--- src/rtl/tkl_pkg.sv ---
package tkl_pkg;
  localparam int unsigned TKL_TKT_W = 8;
  localparam int unsigned TKL_N_REQ = 4;
endpackage

--- src/rtl/tkl_prio_pick.sv ---
module tkl_prio_pick #(
  parameter int unsigned N = 4
) (
  input  logic [N-1:0] req_i,
  output logic [N-1:0] gnt_o,
  output logic         any_o
);
  logic [N:0] seen;
  assign seen[0] = 1'b0;
  for (genvar gi = 0; gi < N; gi++) begin : g_chain
    assign gnt_o[gi]  = req_i[gi] & ~seen[gi];
    assign seen[gi+1] = seen[gi] | req_i[gi];
  end
  assign any_o = seen[N];
endmodule

--- src/rtl/tkl_wrap_counter.sv ---
module tkl_wrap_counter #(
  parameter int unsigned W = 8
) (
  input  logic         clk,
  input  logic         rst_n,
  input  logic         inc_i,
  output logic [W-1:0] q_o
);
  always_ff @(posedge clk or negedge rst_n) begin
    if (!rst_n)     q_o <= '0;
    else if (inc_i) q_o <= q_o + W'(1);
  end
endmodule

--- src/rtl/ticket_lock_arbiter.sv ---
module ticket_lock_arbiter #(
  parameter int unsigned N_REQ = tkl_pkg::TKL_N_REQ,
  parameter int unsigned TKT_W = tkl_pkg::TKL_TKT_W
) (
  input  logic             clk,
  input  logic             rst_n,
  input  logic [N_REQ-1:0] req_valid,
  output logic [N_REQ-1:0] req_ready,
  output logic [TKT_W-1:0] req_ticket,
  input  logic             release_pulse,
  output logic [TKT_W-1:0] now_serving,
  output logic             busy,
  output logic [TKT_W-1:0] queue_count,
  output logic             release_err
);
  logic [N_REQ-1:0] pick;
  logic             take;
  logic             rel_ok;
  logic [TKT_W-1:0] issue_q;
  logic [TKT_W-1:0] serve_q;

  // fixed priority, lowest index first
  tkl_prio_pick #(.N(N_REQ)) u_pick (
    .req_i(req_valid), .gnt_o(pick), .any_o(take)
  );

  // fetch-and-increment on the issue counter
  tkl_wrap_counter #(.W(TKT_W)) u_issue (
    .clk(clk), .rst_n(rst_n), .inc_i(take), .q_o(issue_q)
  );

  // serving counter advances only on a valid release
  assign rel_ok = release_pulse & busy;
  tkl_wrap_counter #(.W(TKT_W)) u_serve (
    .clk(clk), .rst_n(rst_n), .inc_i(rel_ok), .q_o(serve_q)
  );

  assign req_ready   = pick;
  assign req_ticket  = issue_q;
  assign now_serving = serve_q;
  assign busy        = (issue_q != serve_q);
  assign queue_count = issue_q - serve_q;

  always_ff @(posedge clk or negedge rst_n) begin
    if (!rst_n) release_err <= 1'b0;
    else        release_err <= release_pulse & ~busy;
  end
endmodule

--- config.mk ---
export PLATFORM = sky130hd
export DESIGN_NAME = ticket_lock_arbiter
export DESIGN_NICKNAME = d
export VERILOG_FILES = /design/src/rtl/tkl_pkg.sv /design/src/rtl/tkl_prio_pick.sv /design/src/rtl/tkl_wrap_counter.sv /design/src/rtl/ticket_lock_arbiter.sv
export SDC_FILE = /design/constraint.sdc
export NUM_CORES = 1
export LEC_CHECK = 0
export BUFFER_PORTS_ARGS = -buffer_cell sky130_fd_sc_hd__buf_2
export CAP_MARGIN = 30
export CORE_UTILIZATION = 50
export DETAILED_ROUTE_END_ITERATION = 6
export HOLD_SLACK_MARGIN = 0.06
export PLACE_DENSITY = 0.79
export SLEW_MARGIN = 5
export SYNTH_ARGS = -nofsm -noshare
export SYNTH_HDL_FRONTEND = slang
export SYNTH_SLANG_ARGS = --single-unit
--- constraint.sdc ---
create_clock -name clk -period 2.1 [get_ports clk]
set_input_delay 0.21 -clock clk [delete_from_list [all_inputs] [get_ports clk]]
set_output_delay 0.21 -clock clk [all_outputs]
set_load 0.05 [all_outputs]
==> flow_summary.json, run 1 <==
{
  "status": "finished with violations",
  "violations": "negative setup slack",
  "cts_htree_levels": 1,
  "syn-instance-count": 115,
  "max_slew.worst_pin.slew_ps": 383,
  "timing.hold.ws_ps": 212,
  "max_slew_margin": 0.745,
  "cts_buffers": 3,
  "initial_core_util": 0.529,
  "overflow": 0,
  "yosysWarnings": 0,
  "rrSetupSlack_ps": 290,
  "finClkSkew_ps": 6.63,
  "placed_cell_area_um2": 1580,
  "async_flop_share": 1.00,
  "clk_path_buf_depth": 2,
  "rr_worst_depth": 6,
  "viasPerCell": 5.26,
  "crit_required_ps": 1890,
  "post-route-drc-count": 0,
  "setup_violations": 4,
  "crit_chain": "inv_2 -> ha_4 -> inv_2 -> fa_2 -> a21oi_2 -> o211ai_1 -> a21oi_2 -> xnor2_4 -> buf_6",
  "avgSynthCellArea_um2": 10.2,
  "rsz0062_at_grt": "yes",
  "gp_congestion": 0.847,
  "drtIter0Drc": 11,
  "worstSetupEndpointType": "output port",
  "insertion_delay_ps": 300,
  "nets": 190,
  "finalWorstSetupSlack_ps": -232,
  "dp_hpwl_mm": 1.99,
  "fin_crit_ps": 2330,
  "die_x_um": 50.4,
  "area_growth_pct": 50.7,
  "firstDrtPassIters": 4,
  "drive_above_1_share": 0.651,
  "synth_area_um2": 1170,
  "clk_pin_slew_worst_paths_ps": 100,
  "ys.flop_type": "dfrtp_1",
  "min_delay_path_depth": 2,
  "multi_input_area_um2": 840,
  "cts-root-buf": "clkbuf_4",
  "ys_types": 39,
  "ys_ff_latch": 17,
  "synth_top_cell_by_area": "dfrtp_1",
  "vias": 1052,
  "grt_pass1_vias": 970,
  "finalMaxSlewViolations": 0,
  "die_y_um": 50.4,
  "regArea_um2": 443,
  "worstPathArrival_ps": 2120,
  "io_pins": 37,
  "synthTopCellsByArea": "dfrtp_1, xnor2_1, ha_1",
  "cp_max_fo": 2,
  "grt.total_usage": 0.229,
  "fillers": 146,
  "tritoncts": "yes",
  "routed_wl_mm": 2.76,
  "yosysMostFrequentCell": "dfrtp_1",
  "coreArea_um2": 2210,
  "grt_max_degree": 18,
  "ant_nets": 0,
  "final_hold_viol_count": 0,
  "antenna_cells": 0,
  "cp-start-kind": "flip-flop",
  "grt_pass1_wl_mm": 4.33,
  "dieArea_um2": 2540,
  "antenna_found_initial": 0,
  "syn_nets": 132,
  "crit_slowest_cell": "dfrtp_2",
  "numClockSinks": 17,
  "crit_type": "reg -> out",
  "synth_common_cells": "dfrtp_1, xnor2_1, inv_1",
  "ys_seq_area_frac": 0.363,
  "synth_edf_count": 0,
  "min_path_type": "in -> reg",
  "finalCritPeriodShare": 1.11,
  "place.port_buffers": 36,
  "cap_viol_max_count": 0,
  "fmax_ghz": 0.429,
  "fp-row-count": 17,
  "synth_top_area_frac": 0.363,
  "slowest_delay_ps": 420,
  "routedWlPerCell_um": 13.8,
  "final_cell_area_um2": 1770
}
==> worst max-delay path: cells and delay by family, from the launching register on <==
kind            cells  cell delay [ps]
compound gates      3              520
fa+ha+maj           2              470
flops               1              420
buf+inv             3              280
xor+xnor            1              140
==> kinds of logic (layout without fill, tap and decap cells) <==
family,Yosys count,in the layout,share of synthesized area
fa+ha+maj,10,10,0.113
simple gates,39,39,0.228
buf+inv,16,73,0.0684
mux,3,3,0.0310
xor+xnor,18,18,0.135
flops,17,17,0.363
compound gates,12,12,0.0620
==> worst paths after layout <==
path,startpoint,endpoint
worst min register to register,u_issue.q_o[5]$_DFFE_PN0P_,u_issue.q_o[5]$_DFFE_PN0P_
worst min-delay path,release_pulse,release_err$_DFF_PN0_
worst max register to register,u_issue.q_o[5]$_DFFE_PN0P_,u_serve.q_o[1]$_DFFE_PN0P_
min in group asynchronous,rst_n,u_serve.q_o[7]$_DFFE_PN0P_
worst max-delay path,u_issue.q_o[0]$_DFFE_PN0P_,queue_count[6]
max in group asynchronous,rst_n,u_issue.q_o[3]$_DFFE_PN0P_
==> cell type report <==
class                      instances  share of cell area
multi-input combinational         82               0.476
sequential                        17               0.251
timing repair buffer              57               0.208
inverter                          12              0.0298
tap                               28              0.0198
clock buffer                       3              0.0128
clock inverter                     1             0.00283
==> repair_timing <==
| action | CTS | global route |
|---|---|---|
| hold endpoints to repair | 17 | 0 |
| endpoints found under the setup margin | 5 | 6 |
| hold buffers | 1 | 0 |
| gates cloned | 0 | 0 |
| pin swaps | 8 | 7 |
| buffers inserted | 2 | 5 |
| gates resized for setup | 23 | 5 |
==> flip-flops by register name, summed over array words and instances (netlist names) <==
register and count:
u_serve.q_o 8, u_issue.q_o 8, release_err 1
==> metrics by stage <==
| stage | utilization | setup TNS, ps | std cells | setup WS [ps] |
|---|---|---|---|---|
| finish | 0.798 | -427 | 200 | -232 |
| global route | 0.798 | -859 | 200 | -381 |
| CTS | 0.771 | -570 | 195 | -274 |
| detailed placement | 0.714 | -28.1 | 188 | -28.1 |
| global placement | 0.714 | -16.6 | 188 | -16.6 |
| floorplan | - | -21.2 | 115 | -21.2 |
==> metal layers <==
metal | wire (um) | GRT usage
met1 | 1170 | 0.283
met2 | 1470 | 0.400
met3 | 104 | 0.0545
met4 | 17 | 0.0556
met5 | 0 | 0
==> cell usage in the layout (no fill, tap or decap), types with 3 or more instances in the layout <==
| cell | synthesis | layout |
|---|---|---|
| a21oi_2 | 0 | 3 |
| buf_2 | 1 | 31 |
| buf_4 | 1 | 20 |
| buf_6 | 2 | 4 |
| clkbuf_4 | 0 | 4 |
| dfrtp_1 | 17 | 3 |
| dfrtp_2 | 0 | 14 |
| ha_1 | 9 | 3 |
| ha_4 | 0 | 6 |
| inv_1 | 11 | 5 |
| inv_2 | 1 | 6 |
| nand2_1 | 6 | 5 |
| nand3_1 | 3 | 3 |
| nand4_1 | 3 | 3 |
| nor2_1 | 5 | 4 |
| nor3_1 | 3 | 3 |
| or4_4 | 2 | 3 |
| xnor2_1 | 16 | 13 |
Power of run 1 is left out: the tool's default activity adds up to more than one toggle a clock period on the data nets, which glitch-free logic cannot reach.
==> run 2: changes to the inputs <==
--- a/config.mk
+++ b/config.mk
@@ -7,11 +7,13 @@
 export LEC_CHECK = 0
 export BUFFER_PORTS_ARGS = -buffer_cell sky130_fd_sc_hd__buf_2
 export CAP_MARGIN = 30
-export CORE_UTILIZATION = 50
+export CORE_UTILIZATION = 49
+export CTS_CLUSTER_DIAMETER = 150
 export DETAILED_ROUTE_END_ITERATION = 6
 export HOLD_SLACK_MARGIN = 0.06
-export PLACE_DENSITY = 0.79
+export PLACE_DENSITY = 0.78
 export SLEW_MARGIN = 5
 export SYNTH_ARGS = -nofsm -noshare
 export SYNTH_HDL_FRONTEND = slang
+export SYNTH_HIERARCHICAL = 1
 export SYNTH_SLANG_ARGS = --single-unit
==> run 2 against run 1 <==
The run still ends with negative setup slack left. Worst hold slack lost 46 ps. Cell count is 1.5% lower. Wire length up 5.4%. Global-route usage is 2.7 points higher.
==> flow_summary.json, run 2 <==
{
  "place.port_buffers": 36,
  "synth_area_um2": 1110,
  "synth_common_cells": "dfrtp_1, xor2_1, inv_1",
  "avgSynthCellArea_um2": 10.0,
  "numClockSinks": 17,
  "grt_pass1_vias": 1035,
  "max_slew_margin": 0.744,
  "rr_worst_depth": 10,
  "ys_ff_latch": 17,
  "final_hold_viol_count": 0,
  "coreArea_um2": 2040,
  "synth_edf_count": 0,
  "ant_nets": 0,
  "grt_max_degree": 18,
  "vias": 1062,
  "cts-root-buf": "clkbuf_4",
  "drive_above_1_share": 0.647,
  "synth-compound-area-share": 0.0665,
  "cts_htree_levels": 1,
  "cp-endpoint": "queue_count[6]",
  "synthTopCellsByArea": "dfrtp_1, ha_1, xor2_1",
  "fin_tns_setup_ps": -348,
  "max_slew.worst_pin.slew_ps": 384,
  "layout_commonest_cell": "buf_2",
  "die_y_um": 49.6,
  "rsz0062_at_grt": "yes",
  "clk_pin_slew_worst_paths_ps": 100,
  "r2r-end": "u_serve/q_o[5]$_DFFE_PN0P_",
  "synth_top_family_by_area": "simple AND/OR/NAND/NOR gates",
  "fin_cells": 197,
  "ys.flop_type": "dfrtp_1",
  "area_growth_pct": 58.7,
  "grt_pass1_wl_mm": 4.70,
  "min_path_type": "in -> reg",
  "io_pins": 37,
  "synthMuxAreaShare": 0.0203,
  "crit_type": "reg -> out",
  "post-route-drc-count": 0,
  "insertion_delay_ps": 290,
  "reg_top3": "u_issue/q_o: 8 flops, u_serve/q_o: 8 flops, release_err: 1 flops",
  "finClkSkew_ps": 1.35,
  "drtIter0Drc": 17,
  "syn_nets": 128,
  "cp-start-kind": "flip-flop",
  "fmax_ghz": 0.423,
  "startpoint": "u_issue/q_o[0]$_DFFE_PN0P_",
  "rrSetupSlack_ps": 130,
  "firstDrtPassIters": 4,
  "final_cell_mix": "buf_2, buf_4, dfrtp_2, nand2_1, xor2_1",
  "synthSimpleGateAreaFrac": 0.220,
  "routedWlPerCell_um": 14.8,
  "viasPerCell": 5.39,
  "die_x_um": 49.6,
  "routed_wl_mm": 2.91,
  "synth_top_cell_by_area": "dfrtp_1",
  "tritoncts": "yes",
  "synth_adder_area_share": 0.120,
  "fin_crit_ps": 2360,
  "ys_seq_area_frac": 0.383,
  "grt.total_usage": 0.256,
  "dp_hpwl_mm": 2.06,
  "initial_core_util": 0.544,
  "finalWorstSetupSlack_ps": -262,
  "cp_max_fo": 2,
  "async_flop_share": 1.00,
  "status": "finished with violations",
  "gp_congestion": 0.830,
  "yosysWarnings": 6,
  "syn-instance-count": 111,
  "fp-row-count": 16,
  "setup_violations": 3,
  "ys_types": 29,
  "nets": 188,
  "crit_required_ps": 1890,
  "violations": "negative setup slack",
  "dp_slack_ps": -145,
  "synth-xor-area-share": 0.150,
  "overflow": 0,
  "clk_path_buf_depth": 2,
  "r2r_start": "u_serve/q_o[3]$_DFFE_PN0P_",
  "worstPathArrival_ps": 2150,
  "finalMaxSlewViolations": 0,
  "finalCritPeriodShare": 1.12,
  "synth_top_area_frac": 0.383,
  "worstSetupEndpointType": "output port",
  "cap_viol_max_count": 0,
  "antenna_cells": 0,
  "dp_cells": 180,
  "cts_buffers": 3,
  "antenna_found_initial": 0,
  "yosysMostFrequentCell": "dfrtp_1",
  "dieArea_um2": 2460
}
run 2: worst min path at each step:
stage,from,endpoint,slack [ps],cells past startpoint
floorplan,rst_n,release_err$_DFF_PN0_,-90,0
global placement,rst_n,u_issue/q_o[7]$_DFFE_PN0P_,150,1
detailed placement,rst_n,u_issue/q_o[7]$_DFFE_PN0P_,160,1
CTS,release_pulse,release_err$_DFF_PN0_,160,2
global route,release_pulse,release_err$_DFF_PN0_,160,2
finish,release_pulse,release_err$_DFF_PN0_,170,2
run 2: logic make-up after synthesis:
kind of cell,after synthesis
and+or+nand+nor,41
muxes,2
adders and majority gates,10
AOI/OAI and AO/OA,11
buffers and inverters,11
xor gates and xnor gates,19
DFF,17
run 2: stage by stage:
step           instance area, um^2  utilization  hold slack (ps)
2_1_floorplan                 1240            -            -85.6
3_5_place_dp                  1500        0.733              155
3_3_place_gp                  1500        0.733              147
4_1_cts                       1690        0.827              162
5_1_grt                       1760        0.863              163
6_report                      1760        0.863              166
run 2: metal layers:
| layer | global-route usage | vias up | routed length [um] |
|---|---|---|---|
| li1 | - | 501 | - |
| met1 | 0.303 | 507 | 1250 |
| met2 | 0.453 | 46 | 1470 |
| met3 | 0.0309 | 8 | 122 |
| met4 | 0.129 | 0 | 70 |
| met5 | 0 | - | 0 |
run 2: repair_timing:
item / in CTS / in global routing
pin swaps: 11 / 9
resized for setup: 27 / 9
endpoints found under the setup margin: 6 / 9
endpoints found under the hold margin: 17 / 0
hold buffers: 1 / 0
buffers inserted: 6 / 6
run 2: cell type report:
type                    instances  area, um^2
multi-input cells              83         858
fillers                       105         280
clock buffers                   4        26.3
repair buffers                 56         363
flip-flops and latches         17         443
well taps                      27        33.8
inverters                      10        37.5
run 2: critical path, cell delays in order (launching register included):
cell	delay (ps)
dfrtp_2	420
inv_2	70
ha_4	120
inv_2	30
fa_2	350
a21oi_2	150
o211ai_1	130
a21oi_2	260
xnor2_4	150
buf_6	170
Power of run 2 is left out for the same reason.
==> run 3: changes to the inputs <==
--- a/config.mk
+++ b/config.mk
@@ -12,6 +12,7 @@
 export DETAILED_ROUTE_END_ITERATION = 6
 export HOLD_SLACK_MARGIN = 0.06
 export PLACE_DENSITY = 0.78
+export SKIP_CTS_REPAIR_TIMING = 1
 export SLEW_MARGIN = 5
 export SYNTH_ARGS = -nofsm -noshare
 export SYNTH_HDL_FRONTEND = slang
==> run 3 against run 2 <==
The flow still finishes with violations (negative setup slack). Register-to-register slack got worse by 30 ps. First-iteration DRC count grew 59%. Global-route usage is 1.5 points lower. Via count fell by 2.5%. Wire length up 1.7%.
==> flow_summary.json, run 3 (synthesized netlist as in run 2, its figures left out) <==
{
  "status": "finished with violations",
  "violations": "negative setup slack",
  "initial_core_util": 0.544,
  "cts_htree_levels": 1,
  "finClkSkew_ps": 1.72,
  "worstPathArrival_ps": 2220,
  "fin_crit_ps": 2430,
  "firstDrtPassIters": 4,
  "numClockSinks": 17,
  "worstSetupEndpointType": "output port",
  "tritoncts": "yes",
  "drtIter0Drc": 27,
  "dp_hpwl_mm": 2.06,
  "max_slew.worst_pin.slew_ps": 385,
  "setup_violations": 4,
  "fillers": 105,
  "grt_pass1_wl_mm": 4.47,
  "overflow": 0,
  "routed_wl_mm": 2.96,
  "grt_max_degree": 18,
  "cap_viol_max_count": 0,
  "fp-row-count": 16,
  "clk_pin_slew_worst_paths_ps": 100,
  "final_cell_mix": "buf_2, buf_4, dfrtp_2",
  "multi_input_area_um2": 843,
  "antenna_found_initial": 0,
  "ant_nets": 0,
  "cts-root-buf": "clkbuf_4",
  "vias": 1035,
  "grt.total_usage": 0.241,
  "gp_congestion": 0.830,
  "post-route-drc-count": 0,
  "crit_type": "reg -> out",
  "timing.hold.ws_ps": 168,
  "layout_commonest_cell": "buf_2",
  "reg_top3": "u_issue/q_o: 8 flops, u_serve/q_o: 8 flops, release_err: 1 flops",
  "dieArea_um2": 2460,
  "cp_max_fo": 2,
  "area_growth_pct": 58.7,
  "viasPerCell": 5.23,
  "insertion_delay_ps": 290,
  "crit_required_ps": 1890,
  "nets": 189,
  "fmax_ghz": 0.412,
  "finalMaxSlewViolations": 0,
  "io_pins": 37,
  "drive_above_1_share": 0.637,
  "cp-start-kind": "flip-flop",
  "final_hold_viol_count": 0,
  "finalCritPeriodShare": 1.16,
  "clk_path_buf_depth": 2,
  "min_path_type": "in -> reg",
  "routedWlPerCell_um": 15.0,
  "regArea_um2": 443,
  "place.port_buffers": 36,
  "finalWorstSetupSlack_ps": -328,
  "dp_slack_ps": -145,
  "rsz0062_at_grt": "yes",
  "coreArea_um2": 2040,
  "grt_pass1_vias": 971,
  "antenna_cells": 0,
  "max_slew_margin": 0.743,
  "cts_buffers": 3,
  "die_y_um": 49.6,
  "die_x_um": 49.6
}
==> run 3: cell count changes in the layout (fill, tap and decap cells not counted), sizes merged <==
cell  previous run  this run
buf             55        56
==> run 3: worst max-delay path, stage by stage (launching register included) <==
cell,delay [ps]
dfrtp_2,420
inv_2,70
ha_4,120
inv_2,40
fa_2,370
a21oi_2,170
o211ai_1,130
a21oi_2,280
xnor2_4,150
buf_6,170
==> run 3: routing by layer <==
layer / routed length (um) / track usage / vias to the layer above / part of all wire
li1: - / - / 497 / -
met3: 142 / 0.0247 / 6 / 0.048
met4: 54 / 0.110 / 0 / 0.018
met2: 1530 / 0.426 / 48 / 0.52
met5: 0 / 0 / - / 0
met1: 1240 / 0.292 / 484 / 0.42
==> run 3: worst paths after layout <==
kind	startpoint	end	slack [ps]	cells past startpoint
setup / recovery	u_issue/q_o[0]$_DFFE_PN0P_	queue_count[6]	-330	9
hold / removal	release_pulse	release_err$_DFF_PN0_	170	2
setup reg to reg	u_issue/q_o[6]$_DFFE_PN0P_	u_serve/q_o[5]$_DFFE_PN0P_	100	9
hold reg to reg	u_issue/q_o[7]$_DFFE_PN0P_	u_issue/q_o[7]$_DFFE_PN0P_	560	1
max in group asynchronous	rst_n	u_serve/q_o[5]$_DFFE_PN0P_	1450	2
min in group asynchronous	rst_n	u_issue/q_o[7]$_DFFE_PN0P_	350	2
==> run 3: through the flow <==
| stage | std cells | util | cell area (um^2) | TNS [ps] |
|---|---|---|---|---|
| floorplan | 111 | - | 1240 | -282 |
| global placement | 180 | 0.733 | 1500 | -76.9 |
| detailed placement | 180 | 0.733 | 1500 | -145 |
| CTS | 184 | 0.746 | 1520 | -1370 |
| global route | 198 | 0.863 | 1760 | -954 |
| finish | 198 | 0.863 | 1760 | -583 |
==> run 3: area by class of cell <==
| cell class | count | area share |
|---|---|---|
| Tap cell | 27 | 0.0192 |
| Multi-Input combinational cell | 83 | 0.479 |
| Clock buffer | 4 | 0.0149 |
| Sequential cell | 17 | 0.251 |
| Inverter | 10 | 0.0213 |
| Timing Repair Buffer | 57 | 0.214 |
Power of run 3 is left out for the same reason.
